**src/rtl/uih_pkg.sv**
```systemverilog
package uih_pkg;

  localparam int DATA_W = 32;

  localparam logic [DATA_W-1:0] ID_VALUE = 32'h0007_0002;

  localparam int OFS_ID     = 'h00;
  localparam int OFS_COUNT  = 'h04;
  localparam int OFS_STATUS = 'h08;
  localparam int OFS_EN_SET = 'h0C;
  localparam int OFS_EN_CLR = 'h10;
  localparam int OFS_WK_SET = 'h14;
  localparam int OFS_WK_CLR = 'h18;

  typedef enum logic [2:0] {
    GR_ID,
    GR_COUNT,
    GR_STATUS,
    GR_EN_SET,
    GR_EN_CLR,
    GR_WK_SET,
    GR_WK_CLR,
    GR_NONE
  } greg_e;

endpackage

```
**src/rtl/uih_decode.sv**
```systemverilog
module uih_decode
  import uih_pkg::*;
#(
  parameter int ADDR_W     = 16,
  parameter int NUM_CH     = 8,
  parameter int CH_W       = 4,
  parameter int LOC_W      = 9,
  parameter int WIN_BASE   = 'h1000,
  parameter int WIN_STRIDE = 'h200,
  parameter int DMA_OFS    = 'h100
) (
  input  logic [ADDR_W-1:0] addr,
  output logic              glob,
  output greg_e             greg,
  output logic              fwd,
  output logic [CH_W-1:0]   idx,
  output logic [LOC_W-1:0]  loc
);

  logic [ADDR_W-1:0] rel;
  logic [ADDR_W-1:0] idx_full;
  logic [ADDR_W-1:0] loc_full;

  assign glob     = addr < ADDR_W'(WIN_BASE);
  assign rel      = addr - ADDR_W'(WIN_BASE);
  assign idx_full = rel / ADDR_W'(WIN_STRIDE);
  assign loc_full = rel % ADDR_W'(WIN_STRIDE);

  assign fwd = !glob
            && (idx_full < ADDR_W'(NUM_CH))
            && (loc_full < ADDR_W'(DMA_OFS));
  assign idx = idx_full[CH_W-1:0];
  assign loc = loc_full[LOC_W-1:0];

  always_comb begin
    greg = GR_NONE;
    if (glob) begin
      case (addr)
        ADDR_W'(OFS_ID):     greg = GR_ID;
        ADDR_W'(OFS_COUNT):  greg = GR_COUNT;
        ADDR_W'(OFS_STATUS): greg = GR_STATUS;
        ADDR_W'(OFS_EN_SET): greg = GR_EN_SET;
        ADDR_W'(OFS_EN_CLR): greg = GR_EN_CLR;
        ADDR_W'(OFS_WK_SET): greg = GR_WK_SET;
        ADDR_W'(OFS_WK_CLR): greg = GR_WK_CLR;
        default:             greg = GR_NONE;
      endcase
    end
  end

endmodule

```
**src/rtl/uih_mask_reg.sv**
```systemverilog
module uih_mask_reg #(
  parameter int W = 16
) (
  input  logic         clk,
  input  logic         rst,
  input  logic         set_en,
  input  logic         clr_en,
  input  logic [W-1:0] data,
  output logic [W-1:0] mask_q,
  output logic [W-1:0] mask_d
);

  always_comb begin
    mask_d = mask_q;
    if (set_en) mask_d = mask_d | data;
    if (clr_en) mask_d = mask_d & ~data;
  end

  always_ff @(posedge clk) begin
    if (rst) mask_q <= '0;
    else     mask_q <= mask_d;
  end


  set_bits_chk: assert property (@(posedge clk) disable iff (rst)
    (set_en && !clr_en) |=> ((mask_q & $past(data)) == $past(data)));


  clr_bits_chk: assert property (@(posedge clk) disable iff (rst)
    (clr_en && !set_en) |=> ((mask_q & $past(data)) == '0));


  hold_chk: assert property (@(posedge clk) disable iff (rst)
    (!set_en && !clr_en) |=> $stable(mask_q));

endmodule

```
**src/rtl/uih_status.sv**
```systemverilog
module uih_status #(
  parameter int MAX_CH = 16,
  parameter int NUM_CH = 8
) (
  input  logic              clk,
  input  logic              rst,
  input  logic [MAX_CH-1:0] req,
  output logic [MAX_CH-1:0] status_q,
  output logic [MAX_CH-1:0] status_d
);

  logic [MAX_CH-1:0] live;

  for (genvar i = 0; i < MAX_CH; i++) begin : g_bit
    if (i < NUM_CH) begin : g_live
      assign live[i] = 1'b1;
    end else begin : g_dead
      assign live[i] = 1'b0;
    end
  end

  assign status_d = req & live;

  always_ff @(posedge clk) begin
    if (rst) status_q <= '0;
    else     status_q <= status_d;
  end

endmodule

```
**src/rtl/uih_top.sv**
```systemverilog
module uih_top
  import uih_pkg::*;
#(
  parameter int ADDR_W     = 16,
  parameter int MAX_CH     = 16,
  parameter int NUM_CH     = 8,
  parameter int WIN_BASE   = 'h1000,
  parameter int WIN_STRIDE = 'h200,
  parameter int DMA_OFS    = 'h100,
  localparam int CH_W      = $clog2(MAX_CH),
  localparam int LOC_W     = $clog2(WIN_STRIDE)
) (
  input  logic              clk,
  input  logic              rst,
  input  logic              bus_valid,
  input  logic              bus_write,
  input  logic [ADDR_W-1:0] bus_addr,
  input  logic [31:0]       bus_wdata,
  output logic [31:0]       bus_rdata,
  output logic              bus_rvalid,
  input  logic [MAX_CH-1:0] ch_req,
  output logic              ch_sel,
  output logic              ch_write,
  output logic [CH_W-1:0]   ch_idx,
  output logic [LOC_W-1:0]  ch_offset,
  output logic [31:0]       ch_wdata,
  input  logic [31:0]       ch_rdata,
  output logic              irq_out
);

  logic              glob;
  logic              fwd;
  greg_e             greg;
  logic              rd_req;
  logic              wr_req;
  logic [MAX_CH-1:0] status_q, status_d;
  logic [MAX_CH-1:0] en_q, en_d;
  logic [MAX_CH-1:0] wk_q, wk_d;
  logic              en_set, en_clr, wk_set, wk_clr;
  logic [31:0]       rdata_d;
  logic [31:0]       rdata_q;
  logic              rvalid_q;
  logic              irq_q;

  assign rd_req = bus_valid && !bus_write;
  assign wr_req = bus_valid && bus_write;

  uih_decode #(
    .ADDR_W(ADDR_W), .NUM_CH(NUM_CH), .CH_W(CH_W), .LOC_W(LOC_W),
    .WIN_BASE(WIN_BASE), .WIN_STRIDE(WIN_STRIDE), .DMA_OFS(DMA_OFS)
  ) u_dec (
    .addr(bus_addr), .glob(glob), .greg(greg), .fwd(fwd),
    .idx(ch_idx), .loc(ch_offset)
  );

  uih_status #(.MAX_CH(MAX_CH), .NUM_CH(NUM_CH)) u_sts (
    .clk(clk), .rst(rst), .req(ch_req),
    .status_q(status_q), .status_d(status_d)
  );

  assign en_set = wr_req && (greg == GR_EN_SET);
  assign en_clr = wr_req && (greg == GR_EN_CLR);
  assign wk_set = wr_req && (greg == GR_WK_SET);
  assign wk_clr = wr_req && (greg == GR_WK_CLR);

  uih_mask_reg #(.W(MAX_CH)) u_en (
    .clk(clk), .rst(rst), .set_en(en_set), .clr_en(en_clr),
    .data(bus_wdata[MAX_CH-1:0]), .mask_q(en_q), .mask_d(en_d)
  );

  uih_mask_reg #(.W(MAX_CH)) u_wk (
    .clk(clk), .rst(rst), .set_en(wk_set), .clr_en(wk_clr),
    .data(bus_wdata[MAX_CH-1:0]), .mask_q(wk_q), .mask_d(wk_d)
  );

  // forwarded channel access, same cycle as the bus request
  assign ch_sel   = bus_valid && fwd;
  assign ch_write = bus_write;
  assign ch_wdata = bus_wdata;

  always_comb begin
    rdata_d = '0;
    if (glob) begin
      case (greg)
        GR_ID:     rdata_d = ID_VALUE;
        GR_COUNT:  rdata_d = 32'(NUM_CH);
        GR_STATUS: rdata_d = 32'(status_q);
        GR_EN_SET: rdata_d = 32'(en_q);
        GR_EN_CLR: rdata_d = ~32'(en_q);
        GR_WK_SET: rdata_d = 32'(wk_q);
        GR_WK_CLR: rdata_d = ~32'(wk_q);
        default:   rdata_d = '0;
      endcase
    end else if (fwd) begin
      rdata_d = ch_rdata;
    end
  end

  always_ff @(posedge clk) begin
    if (rst) begin
      rdata_q  <= '0;
      rvalid_q <= 1'b0;
      irq_q    <= 1'b0;
    end else begin
      rvalid_q <= rd_req;
      if (rd_req) rdata_q <= rdata_d;
      irq_q    <= |(status_d & en_d);
    end
  end

  assign bus_rdata  = rdata_q;
  assign bus_rvalid = rvalid_q;
  assign irq_out    = irq_q;


  rvalid_after_read_chk: assert property (@(posedge clk) disable iff (rst)
    rd_req |=> bus_rvalid);


  no_rvalid_chk: assert property (@(posedge clk) disable iff (rst)
    !rd_req |=> !bus_rvalid);


  fwd_range_chk: assert property (@(posedge clk) disable iff (rst)
    ch_sel |-> ((ch_idx < CH_W'(NUM_CH)) && (ch_offset < LOC_W'(DMA_OFS))));


  irq_masked_chk: assert property (@(posedge clk) disable iff (rst)
    ((en_q == '0) && !en_set) |=> !irq_out);


  wake_no_irq_chk: assert property (@(posedge clk) disable iff (rst)
    ((en_q == '0) && !en_set && (wk_set || wk_clr)) |=> !irq_out);

endmodule

```
**config.mk**
```make
export PLATFORM = sky130hd
export DESIGN_NAME = uih_top
export DESIGN_NICKNAME = d
export VERILOG_FILES = /design/src/rtl/uih_pkg.sv /design/src/rtl/uih_decode.sv /design/src/rtl/uih_mask_reg.sv /design/src/rtl/uih_status.sv /design/src/rtl/uih_top.sv
export SDC_FILE = /design/constraint.sdc
export NUM_CORES = 1
export LEC_CHECK = 0
export CORE_MARGIN = 2
export CORE_UTILIZATION = 41
export DETAILED_ROUTE_END_ITERATION = 16
export PLACE_DENSITY = 0.76
export SYNTH_ARGS = -nofsm -noshare
export SYNTH_HDL_FRONTEND = slang
export SYNTH_HIERARCHICAL = 1
export SYNTH_SLANG_ARGS = --single-unit
```
**constraint.sdc**
```tcl
create_clock -name clk -period 3.33 [get_ports clk]
set_input_delay 0.666 -clock clk [delete_from_list [all_inputs] [get_ports clk]]
set_output_delay 0.666 -clock clk [all_outputs]
set_load 0.1 [all_outputs]
```
==> results.md <==
- Status: finished clean
- Total global routing overflow: 0
- Total power: 0.00242 W
- Post-CTS setup buffer count: 0
- Worst Setup Start Kind: input pin
- Initial Util: 0.415
- Die W: 111 um
- Area grow syn2layout: 24.0%
- CTS buffer count: 9
- Core ar.: 11300 um2
- Final setup viols: 0
- IO Port Bufs: 140
- Data required, critical path: 3490 ps
- Fmax: 332 MHz
- PwrDens: 415 nW/um2
- Post-Place Cell Area: 5540 um2
- Initial antenna violation count: 0
- Logic pwr share: 0.246
- Final ANT Viol Nets: 0
- Die area: 12300 um2
- Largest fanout on the critical path: 12
- Layout fillers: 1009
- CTS H-tree lvls: 3
- I/O pins: 181
- DRT Pass-1 Iters: 4
- RSZ-0062 raised after global routing: false
- GPL Wtd Cong: 0.821
- WL final: 11.8 mm
- Hold Buf Count CTS: 0
- Final nets: 665
- Wire per inst: 16.5 um
- Peak VDD IR: 0.368 mV
- Syn. warnings: 6
- Clk pwr share: 0.372
- Reg-to-reg startpoint: u_en/mask_q[7]
- Psw: 0.000780 W
- Share of post-route cells with drive strength above 1: 0.349
- First-pass GRT wire length: 18.9 mm
- Final instance area: 5820 um2
- CTS Sinks: 74
- CTS tree: done
- Worst Hold Launch: bus_rdata[26]
- Reg power frac: 0.383
- Period utilization: 0.904
- DP Wirelength: 8.73 mm
- Syn avg cell area: 9.54 um2
- Drt drc: 0
- Largest net degree at the start of global routing: 75
- Final slew viol count: 0
- Final Skew: 4.70 ps
- Normalized max-slew margin: 0.304
- Worst Hold Class: reg2reg
- Diode count: 0
- Worst-skew pair later-pin latency: 330 ps
- Critical path arrival: 3170 ps
- Endpoint class of the critical path: flip-flop
- Worst-Margin Slew: 1040 ps
- Vias in the first global route: 3681
- Clock root buffer: clkbuf_16
- Clock-pin slew on the worst setup and hold paths: 50 ps
- Die Y: 111 um
- Row count: 39
- Sw Share: 0.323
- Cell count after synthesis: 492
- Static Leak: 2.28 nW
- Mapped Area: 4700 um2
- Crit Path Class: in2reg
- Beginning of the critical path: bus_addr[12]
- DR vias: 3830
- DR iter-0 viols: 327
- Final Critical Period: 3010 ps
- GRT Overall Usage: 0.187
- Avg Vias per Cell: 5.39
- Longest Clk Path Bufs: 2
- Number of max-cap violations: 0
- Final Hold Vio Count: 0
- Internal power: 0.00164 W
-- cell type report --
class,instances,area (um2),share of cell area
clock inverters,2,12.5,0.00215
flip-flops and latches,74,1480,0.254
clock buffers,12,267,0.0458
well taps,143,179,0.0307
repair buffers,158,1450,0.248
inverters,3,11.3,0.00193
multi-input cells,319,2430,0.417
-- placed cells by master (no fill, tap or decap), types with 5 or more instances in the layout --
master,n
clkdlybuf4s50_1,79
dfxtp_1,74
buf_4,74
a21oi_1,35
a21oi_2,30
a211oi_2,27
nor2_1,20
nor3_2,20
o22ai_1,19
nand2_1,17
conb_1,16
o21ai_0,15
mux2i_1,14
a21o_1,14
nor3_1,13
a211oi_1,10
nor2b_1,9
o22ai_2,9
a221oi_2,9
clkbuf_16,9
a221oi_1,8
buf_12,5
-- stage by stage --
| step | cells | hold slack [ps] | setup TNS [ps] | utilization | setup WS [ps] |
|---|---|---|---|---|---|
| 6_report | 711 | 500 | 0 | 0.514 | 319 |
| 5_1_grt | 711 | 516 | 0 | 0.514 | 43.9 |
| 4_1_cts | 711 | 501 | 0 | 0.514 | 49.2 |
| 3_5_place_dp | 697 | 491 | -3710 | 0.489 | -284 |
| 3_3_place_gp | 697 | 478 | -1490 | 0.489 | -127 |
| 2_1_floorplan | 507 | 494 | 0 | - | 105 |
-- power by group through the flow --
stage	clock, W	combinational [W]	sequential, W
after CTS	0.000917	0.000595	0.000925
after global placement	0	0.000589	0.000943
after global routing	0.000954	0.000618	0.000927
final	0.000899	0.000594	0.000925
after floorplan	0	0.000384	0.00109
after detailed placement	0	0.000593	0.000944
-- repair_timing --
action | in CTS | in global routing
resized for setup | 0 | 2
endpoints found under the setup margin | 0 | 17
hold endpoints to repair | 0 | 0
-- flip-flops by register name, summed over array words and instances (netlist names) --
name            cells
bus_rdata          32
bus_rvalid          1
u_sts/status_q      8
irq_out             1
u_en/mask_q        16
u_wk/mask_q        16
-- critical path, cell delays in order --
cell and delay (ps):
clkdlybuf4s50_1 460, nor4_4 390, nand4_1 240, nor2b_1 200
and4_1 410, buf_4 280, a21oi_1 100, a221oi_1 280
a31oi_1 130
-- routing by layer --
metal,up-vias,GRT usage,share of wire
li1,1886,-,-
met4,0,0.0601,0.0088
met3,10,0.0476,0.068
met2,136,0.287,0.45
met5,-,0,0
met1,1798,0.259,0.47
-- final timing paths --
kind / end / slack (ps) / cells past startpoint
worst max-delay path: irq_out / 320 / 9
worst max register to register: irq_out / 1930 / 6
worst min-delay path: bus_rdata[26] / 500 / 2
worst min register to register: bus_rdata[26] / 500 / 2
(Power assumes the default switching activity.)
